## src/rtl/intdiv_pkg.sv

```systemverilog
package intdiv_pkg;

    // instruction field layout (decoded by the register-divide path)
    localparam int INSN_W    = 32;
    localparam int SF_BIT    = 31;
    localparam int S_BIT     = 29;
    localparam int OP_LSB    = 10;
    localparam int OP_W      = 6;
    localparam int RD_LSB    = 0;
    localparam int REG_IDX_W = 5;

    localparam logic [OP_W-1:0] OP_UDIV = 6'd2;
    localparam logic [OP_W-1:0] OP_SDIV = 6'd3;

    typedef enum logic [1:0] {
        ST_IDLE  = 2'd0,
        ST_CALC  = 2'd1,
        ST_FINAL = 2'd2,
        ST_RESP  = 2'd3
    } div_state_e;

    typedef struct packed {
        logic                 sf;
        logic                 unalloc;
        logic                 unhandled;
        logic                 div_zero;
        logic                 ovf;
        logic                 neg_q;
        logic [REG_IDX_W-1:0] rd;
    } div_ctl_t;

endpackage

```

## src/rtl/intdiv_decode.sv

```systemverilog
module intdiv_decode
    import intdiv_pkg::*;
#(
    parameter int XLEN = 64
) (
    input  logic [INSN_W-1:0] insn,
    input  logic [XLEN-1:0]   opa,
    input  logic [XLEN-1:0]   opb,
    output div_ctl_t          ctl,
    output logic [XLEN-1:0]   mag_a,
    output logic [XLEN-1:0]   mag_b
);

    localparam int HALF = XLEN / 2;
    localparam logic [XLEN-1:0] MIN_VAL = {1'b1, {(XLEN-1){1'b0}}};

    logic [OP_W-1:0] opcode;
    logic            wide;
    logic            s_bit;
    logic            is_div;
    logic            is_sgn;
    logic [XLEN-1:0] ext_a;
    logic [XLEN-1:0] ext_b;
    logic            neg_a;
    logic            neg_b;

    // register index fields of the sources and fixed group bits are not used here
    logic unused_fields;
    assign unused_fields = ^{insn[30], insn[28:OP_LSB+OP_W], insn[OP_LSB-1:RD_LSB+REG_IDX_W]};

    function automatic logic [XLEN-1:0] narrow_ext(input logic [XLEN-1:0] v, input logic sgn);
        return {{HALF{sgn & v[HALF-1]}}, v[HALF-1:0]};
    endfunction

    always_comb begin
        opcode = insn[OP_LSB +: OP_W];
        wide   = insn[SF_BIT];
        s_bit  = insn[S_BIT];
        is_div = (opcode == OP_UDIV) || (opcode == OP_SDIV);
        is_sgn = (opcode == OP_SDIV);

        ext_a  = wide ? opa : narrow_ext(opa, is_sgn);
        ext_b  = wide ? opb : narrow_ext(opb, is_sgn);

        neg_a  = is_sgn & ext_a[XLEN-1];
        neg_b  = is_sgn & ext_b[XLEN-1];
        mag_a  = neg_a ? (~ext_a + 1'b1) : ext_a;
        mag_b  = neg_b ? (~ext_b + 1'b1) : ext_b;

        ctl.sf        = wide;
        ctl.unalloc   = s_bit;
        ctl.unhandled = !s_bit && !is_div;
        ctl.div_zero  = (ext_b == '0);
        ctl.ovf       = is_sgn && (ext_a == MIN_VAL) && (ext_b == '1);
        ctl.neg_q     = neg_a ^ neg_b;
        ctl.rd        = insn[RD_LSB +: REG_IDX_W];
    end

endmodule

```

## src/rtl/intdiv_core.sv

```systemverilog
module intdiv_core #(
    parameter int XLEN = 64
) (
    input  logic            clk,
    input  logic            rst,
    input  logic            load,
    input  logic            step,
    input  logic [XLEN-1:0] dividend,
    input  logic [XLEN-1:0] divisor,
    output logic [XLEN-1:0] quotient,
    output logic            last
);

    localparam int CNT_W = $clog2(XLEN);
    localparam logic [CNT_W-1:0] LAST_CNT = CNT_W'(XLEN - 1);

    logic [XLEN:0]    rem_q;
    logic [XLEN-1:0]  quo_q;
    logic [XLEN-1:0]  dsr_q;
    logic [CNT_W-1:0] cnt_q;

    logic [XLEN:0]    shifted;
    logic [XLEN:0]    diff;
    logic             fits;

    always_comb begin
        shifted = {rem_q[XLEN-1:0], quo_q[XLEN-1]};
        diff    = shifted - {1'b0, dsr_q};
        fits    = !diff[XLEN];
    end

    always_ff @(posedge clk) begin
        if (rst) begin
            rem_q <= '0;
            quo_q <= '0;
            dsr_q <= '0;
            cnt_q <= '0;
        end else if (load) begin
            rem_q <= '0;
            quo_q <= dividend;
            dsr_q <= divisor;
            cnt_q <= '0;
        end else if (step) begin
            rem_q <= fits ? diff : shifted;
            quo_q <= {quo_q[XLEN-2:0], fits};
            cnt_q <= cnt_q + 1'b1;
        end
    end

    assign quotient = quo_q;
    assign last     = (cnt_q == LAST_CNT);

endmodule

```

## src/rtl/intdiv_fixup.sv

```systemverilog
module intdiv_fixup #(
    parameter int XLEN = 64
) (
    input  logic [XLEN-1:0] quo,
    input  logic            neg_l,
    input  logic            sf_l,
    input  logic            void_op,
    input  logic            ovf,
    input  logic            sf_now,
    output logic [XLEN-1:0] res_calc,
    output logic [XLEN-1:0] res_fast
);

    localparam int HALF = XLEN / 2;
    localparam logic [XLEN-1:0] MIN_VAL = {1'b1, {(XLEN-1){1'b0}}};

    function automatic logic [XLEN-1:0] narrow(input logic [XLEN-1:0] v, input logic wide);
        return wide ? v : {{HALF{1'b0}}, v[HALF-1:0]};
    endfunction

    logic [XLEN-1:0] signed_q;

    always_comb begin
        signed_q = neg_l ? (~quo + 1'b1) : quo;
        res_calc = narrow(signed_q, sf_l);
        res_fast = narrow((!void_op && ovf) ? MIN_VAL : '0, sf_now);
    end

endmodule

```

## src/rtl/intdiv_unit.sv

```systemverilog
module intdiv_unit
    import intdiv_pkg::*;
#(
    parameter int XLEN = 64
) (
    input  logic                 clk,
    input  logic                 rst,
    input  logic                 start,
    input  logic [INSN_W-1:0]    insn,
    input  logic [XLEN-1:0]      src_n,
    input  logic [XLEN-1:0]      src_m,
    output logic                 busy,
    output logic                 done,
    output logic [REG_IDX_W-1:0] done_rd,
    output logic [XLEN-1:0]      done_result,
    output logic                 done_unalloc,
    output logic                 done_unhandled
);

    div_state_e state_q;
    div_state_e state_d;

    div_ctl_t        ctl;
    logic [XLEN-1:0] mag_n;
    logic [XLEN-1:0] mag_m;
    logic [XLEN-1:0] core_q;
    logic [XLEN-1:0] res_calc;
    logic [XLEN-1:0] res_fast;
    logic            core_last;
    logic            void_op;
    logic            fast;
    logic            accept;
    logic            core_load;
    logic            core_step;

    logic [REG_IDX_W-1:0] rd_q;
    logic [XLEN-1:0]      res_q;
    logic                 ua_q;
    logic                 uh_q;
    logic                 neg_l;
    logic                 sf_l;

    intdiv_decode #(.XLEN(XLEN)) u_decode (
        .insn  (insn),
        .opa   (src_n),
        .opb   (src_m),
        .ctl   (ctl),
        .mag_a (mag_n),
        .mag_b (mag_m)
    );

    intdiv_core #(.XLEN(XLEN)) u_core (
        .clk      (clk),
        .rst      (rst),
        .load     (core_load),
        .step     (core_step),
        .dividend (mag_n),
        .divisor  (mag_m),
        .quotient (core_q),
        .last     (core_last)
    );

    intdiv_fixup #(.XLEN(XLEN)) u_fixup (
        .quo      (core_q),
        .neg_l    (neg_l),
        .sf_l     (sf_l),
        .void_op  (void_op),
        .ovf      (ctl.ovf),
        .sf_now   (ctl.sf),
        .res_calc (res_calc),
        .res_fast (res_fast)
    );

    always_comb begin
        void_op   = ctl.unalloc || ctl.unhandled;
        fast      = void_op || ctl.div_zero || ctl.ovf;
        accept    = (state_q == ST_IDLE) && start;
        core_load = accept && !fast;
        core_step = (state_q == ST_CALC);
    end

    // state register
    always_ff @(posedge clk) begin
        if (rst) begin
            state_q <= ST_IDLE;
        end else begin
            state_q <= state_d;
        end
    end

    // transitions
    always_comb begin
        state_d = state_q;
        unique case (state_q)
            ST_IDLE:  if (start) state_d = fast ? ST_RESP : ST_CALC;
            ST_CALC:  if (core_last) state_d = ST_FINAL;
            ST_FINAL: state_d = ST_RESP;
            ST_RESP:  state_d = ST_IDLE;
            default:  state_d = ST_IDLE;
        endcase
    end

    // response registers
    always_ff @(posedge clk) begin
        if (rst) begin
            rd_q  <= '0;
            res_q <= '0;
            ua_q  <= 1'b0;
            uh_q  <= 1'b0;
            neg_l <= 1'b0;
            sf_l  <= 1'b0;
        end else begin
            if (accept) begin
                rd_q  <= ctl.rd;
                ua_q  <= ctl.unalloc;
                uh_q  <= ctl.unhandled;
                neg_l <= ctl.neg_q;
                sf_l  <= ctl.sf;
                if (fast) begin
                    res_q <= res_fast;
                end
            end
            if (state_q == ST_FINAL) begin
                res_q <= res_calc;
            end
        end
    end

    // outputs
    always_comb begin
        busy           = (state_q != ST_IDLE);
        done           = (state_q == ST_RESP);
        done_rd        = rd_q;
        done_result    = res_q;
        done_unalloc   = ua_q;
        done_unhandled = uh_q;
    end

endmodule

```

## config.mk

```make
export PLATFORM = sky130hd
export DESIGN_NAME = intdiv_unit
export DESIGN_NICKNAME = d
export VERILOG_FILES = /design/src/rtl/intdiv_pkg.sv /design/src/rtl/intdiv_decode.sv /design/src/rtl/intdiv_core.sv /design/src/rtl/intdiv_fixup.sv /design/src/rtl/intdiv_unit.sv
export SDC_FILE = /design/constraint.sdc
export NUM_CORES = 1
export LEC_CHECK = 0
export ABC_CLOCK_PERIOD_IN_PS = 4700
export BUFFER_PORTS_ARGS = -buffer_cell sky130_fd_sc_hd__buf_2
export CORE_MARGIN = 2
export CORE_UTILIZATION = 40
export CTS_CLUSTER_DIAMETER = 80
export DETAILED_ROUTE_END_ITERATION = 8
export PLACE_DENSITY = 0.63
export SYNTH_ARGS = -nofsm -noshare
export SYNTH_HDL_FRONTEND = slang
export SYNTH_HIERARCHICAL = 1
export SYNTH_SLANG_ARGS = --single-unit
```

## constraint.sdc

```tcl
create_clock -name clk -period 4.7 [get_ports clk]
set_input_delay 0 -clock clk [delete_from_list [all_inputs] [get_ports clk]]
set_output_delay 0 -clock clk [all_outputs]
set_load 0.005 [all_outputs]
```

==> flow_summary.yaml <==
drt:
  routed_via_density: 5.73
  drt_iter0_drc: 2347
  drtPass1Iterations: 6
  route.vias.total: 23600
  ant_nets: 0
  post_drt_wl_per_cell_um: 18.6
  wirelength_um: 76800
  drc: 0
synthesis:
  synth_cell_type_count: 100
  synth_largest_area_cell: "dfxtp_1"
  ys_ff_latch: 273
  synth.avg_cell_area_sq_um: 7.22
  synth_edf_count: 0
  synth_warnings: 6
  netlist.area_leader.share: 0.242
  synthFlopType: "dfxtp_1"
  synth_cells: 3124
  async_flop_share: 0
  synth.area.top_cells: "dfxtp_1, mux2i_1, a21oi_1, nor2_1, xnor2_1"
  ys_seq_area_frac: 0.242
  syn-cell-area_sq_um: 22600
worst_setup_path:
  critical_path_class: "in -> reg"
  cp-end-kind: "flip-flop"
  r2r-start: "u_core/dsr_q[29]$_SDFFE_PP0P_"
  arrival_ps: 4880
  worst-r2r-cell-count: 12
  worst_ep_required_time_ps: 5220
  r2r_end: "u_core/quotient[0]$_SDFFE_PP0P_"
  rrSetupSlack_ps: 640
  crit_fanout: 110
  cp-start-kind: "primary input"
finish:
  drive_gt1_frac: 0.113
  area_delta_synth_final_pct: 17.6
  nFillCells: 5756
  nets: 3576
floorplan:
  die_x_um: 241
  num_rows: 87
  die_area_sq_um: 58300
  die-height_um: 241
  num_io_pins: 236
  coreArea_sq_um: 56100
  start_util: 0.402
outcome:
  outcome: "finished clean"
clock_network:
  clk_path_buf_depth: 3
  cts-root-buf: "clkbuf_16"
  cts_tree: "built"
  clk_latency_ps: 580
  post_cts_buffers: 0
  cts_resized: 0
  cts_buffers: 37
  path_clk_slew_ps: 60
  htreeDepth: 2
  cts_hold_buf: 134
  clock-sinks: 273
global_route:
  grt_max_degree: 162
  gr-total-overflow: 0
  grt_pass1_wl_um: 120000
  grt_pass1_vias: 21700
  antenna_found_initial: 24
  grt_usage: 0.258
hold_path:
  min-delay-start: "src_m[45]"
  min_path_type: "in -> reg"
  hold_end: "u_core/dsr_q[45]$_SDFFE_PP0P_"
  holdPathStages: 5
power_and_ir_drop:
  p_comb_frac: 0.664
  pwr-share-clk: 0.158
  seqPwrFrac: 0.177
  p_total_mw: 18.9
  p_int_mw: 9.38
  switchingPower_mw: 9.56
  pwr_density_cell_nw_per_um2: 714
  swShare: 0.505
  leakagePower_nw: 10.4
  ir_drop_mv: 0.866
timing:
  tightest_slew_ps: 1130
  tns_ps: 0
  finalMaxSlewViolations: 0
  whs_ps: 39.3
  skew_ps: 39.2
  hold_viol_final: 0
  fin_crit_ps: 4360
  rsz0062_at_grt: "no"
  fin_crit_sh: 0.929
  max_freq_ghz: 0.229
  setup_viol: 0
  max_slew_margin: 0.242
placed_design:
  io_buffers: 216
  hpwl_um: 55300
  globalplace.congestion: 0.941
job:
  drv_cap: 0
[area by class of cell]
type	count	area, sq um	area share
Multi-Input combinational cell	2467	15400	0.579
Sequential cell	273	5470	0.206
Timing Repair Buffer	393	2800	0.106
Clock buffer	47	1030	0.0390
Tap cell	756	946	0.0357
Inverter	166	623	0.0235
Clock inverter	17	253	0.00953
Antenna cell	10	25.0	0.000944
[cell families after synthesis]
group | synth area share
simple gates | 0.226
compound gates | 0.249
other cells | 0.000166
mux | 0.0679
xor+xnor | 0.0827
flops | 0.242
fa+ha+maj | 0.0419
buf+inv | 0.0907
[state kept, by name, summed over array words and instances, names as in the netlist]
name,cells
done_unalloc,1
done_unhandled,1
u_core/quotient,64
u_core/cnt_q,6
u_core/rem_q,64
sf_l,1
neg_l,1
done_rd,5
done_result,64
u_core/dsr_q,64
state_q,2
[power groups by stage]
stage	clock network, mW	registers, mW	logic [mW]
2_1_floorplan	0	3.29	9.41
3_3_place_gp	0	3.39	12.3
3_5_place_dp	0	3.40	12.3
4_1_cts	3.06	3.36	12.4
5_1_grt	3.16	3.44	13.9
6_report	3.00	3.36	12.6
[placed cells by master, fill, tap and decap left out, types with 12 or more instances in the layout]
master         Yosys  routed
dfxtp_1          273     271
mux2i_1          153     153
o21ai_1           14      13
conb_1             1      63
nand2b_1          41      41
inv_1            164     164
or3_1             27      27
buf_4             74      40
or2_2             13      13
nor3_1            65      64
and2_1            15      14
nand4_1           59      59
dlygate4sd3_1      0     134
and3_1            14      14
xnor2_1          139     139
a21oi_1          266     266
a21o_1            19      19
ha_1              74      72
a221oi_1          68      68
o41ai_1           15      15
nor2_1           348     346
nand3_1           57      57
o21bai_1          14      14
a31oi_1          139     139
o21ai_0          211     211
xor2_1            69      69
o31ai_1           42      42
or4_1             12      12
clkbuf_16          0      37
buf_2             32     214
nor4_1            50      50
nand2_1          303     302
[critical path: stages]
cell	delay, ps
dlygate4sd3_1	570
buf_2	150
or4_1	570
or3_1	340
nor4_1	740
and4b_1	430
and4_1	330
or4_4	220
nor2_4	70
buf_4	400
nor2_1	220
a21oi_1	60
nor2_1	140
dlygate4sd3_1	560
[through the flow]
stage          utilization  area, sq um  setup WS (ps)  instances
6_report             0.473        26500            336       4129
5_1_grt              0.473        26500            176       4128
4_1_cts              0.473        26500            599       4119
3_5_place_dp         0.426        23900            849       3921
3_3_place_gp         0.426        23900            941       3921
2_1_floorplan            -        22800           1120       3186
[worst max-delay path by stage]
stage	end	depth (start not counted)	slack, ps	startpoint
finish	u_core/quotient[22]$_SDFFE_PP0P_	14	340	src_n[28]
detailed placement	u_core/rem_q[23]$_SDFFE_PP0P_	12	850	u_core/dsr_q[29]$_SDFFE_PP0P_
floorplan	u_core/dsr_q[10]$_SDFFE_PP0P_	16	1120	insn[31]
global placement	u_core/rem_q[23]$_SDFFE_PP0P_	12	940	u_core/dsr_q[29]$_SDFFE_PP0P_
global route	u_core/quotient[22]$_SDFFE_PP0P_	16	180	src_m[9]
CTS	u_core/quotient[22]$_SDFFE_PP0P_	14	600	src_n[28]
[cell usage after synthesis, drive strengths merged (28+ instances only)]
master / instances
dfxtp: 273
a21oi: 270
nor2: 348
nand2: 303
nand4: 59
ha: 74
inv: 164
nor3: 67
a221oi: 68
or3: 28
nor4: 54
nand3: 58
mux2i: 153
nand2b: 41
o31ai: 44
xor2: 69
clkbuf: 143
xnor2: 141
buf: 137
a31oi: 140
o21ai: 226
[metal layers]
metal  share of wire  vias to the layer above  GRT usage
li1                -                    11600          -
met4           0.030                       26     0.0819
met3           0.082                      165     0.0623
met1            0.46                    11000      0.358
met2            0.43                      877      0.391
met5          0.0021                        -          0
(Power assumes the default switching activity.)
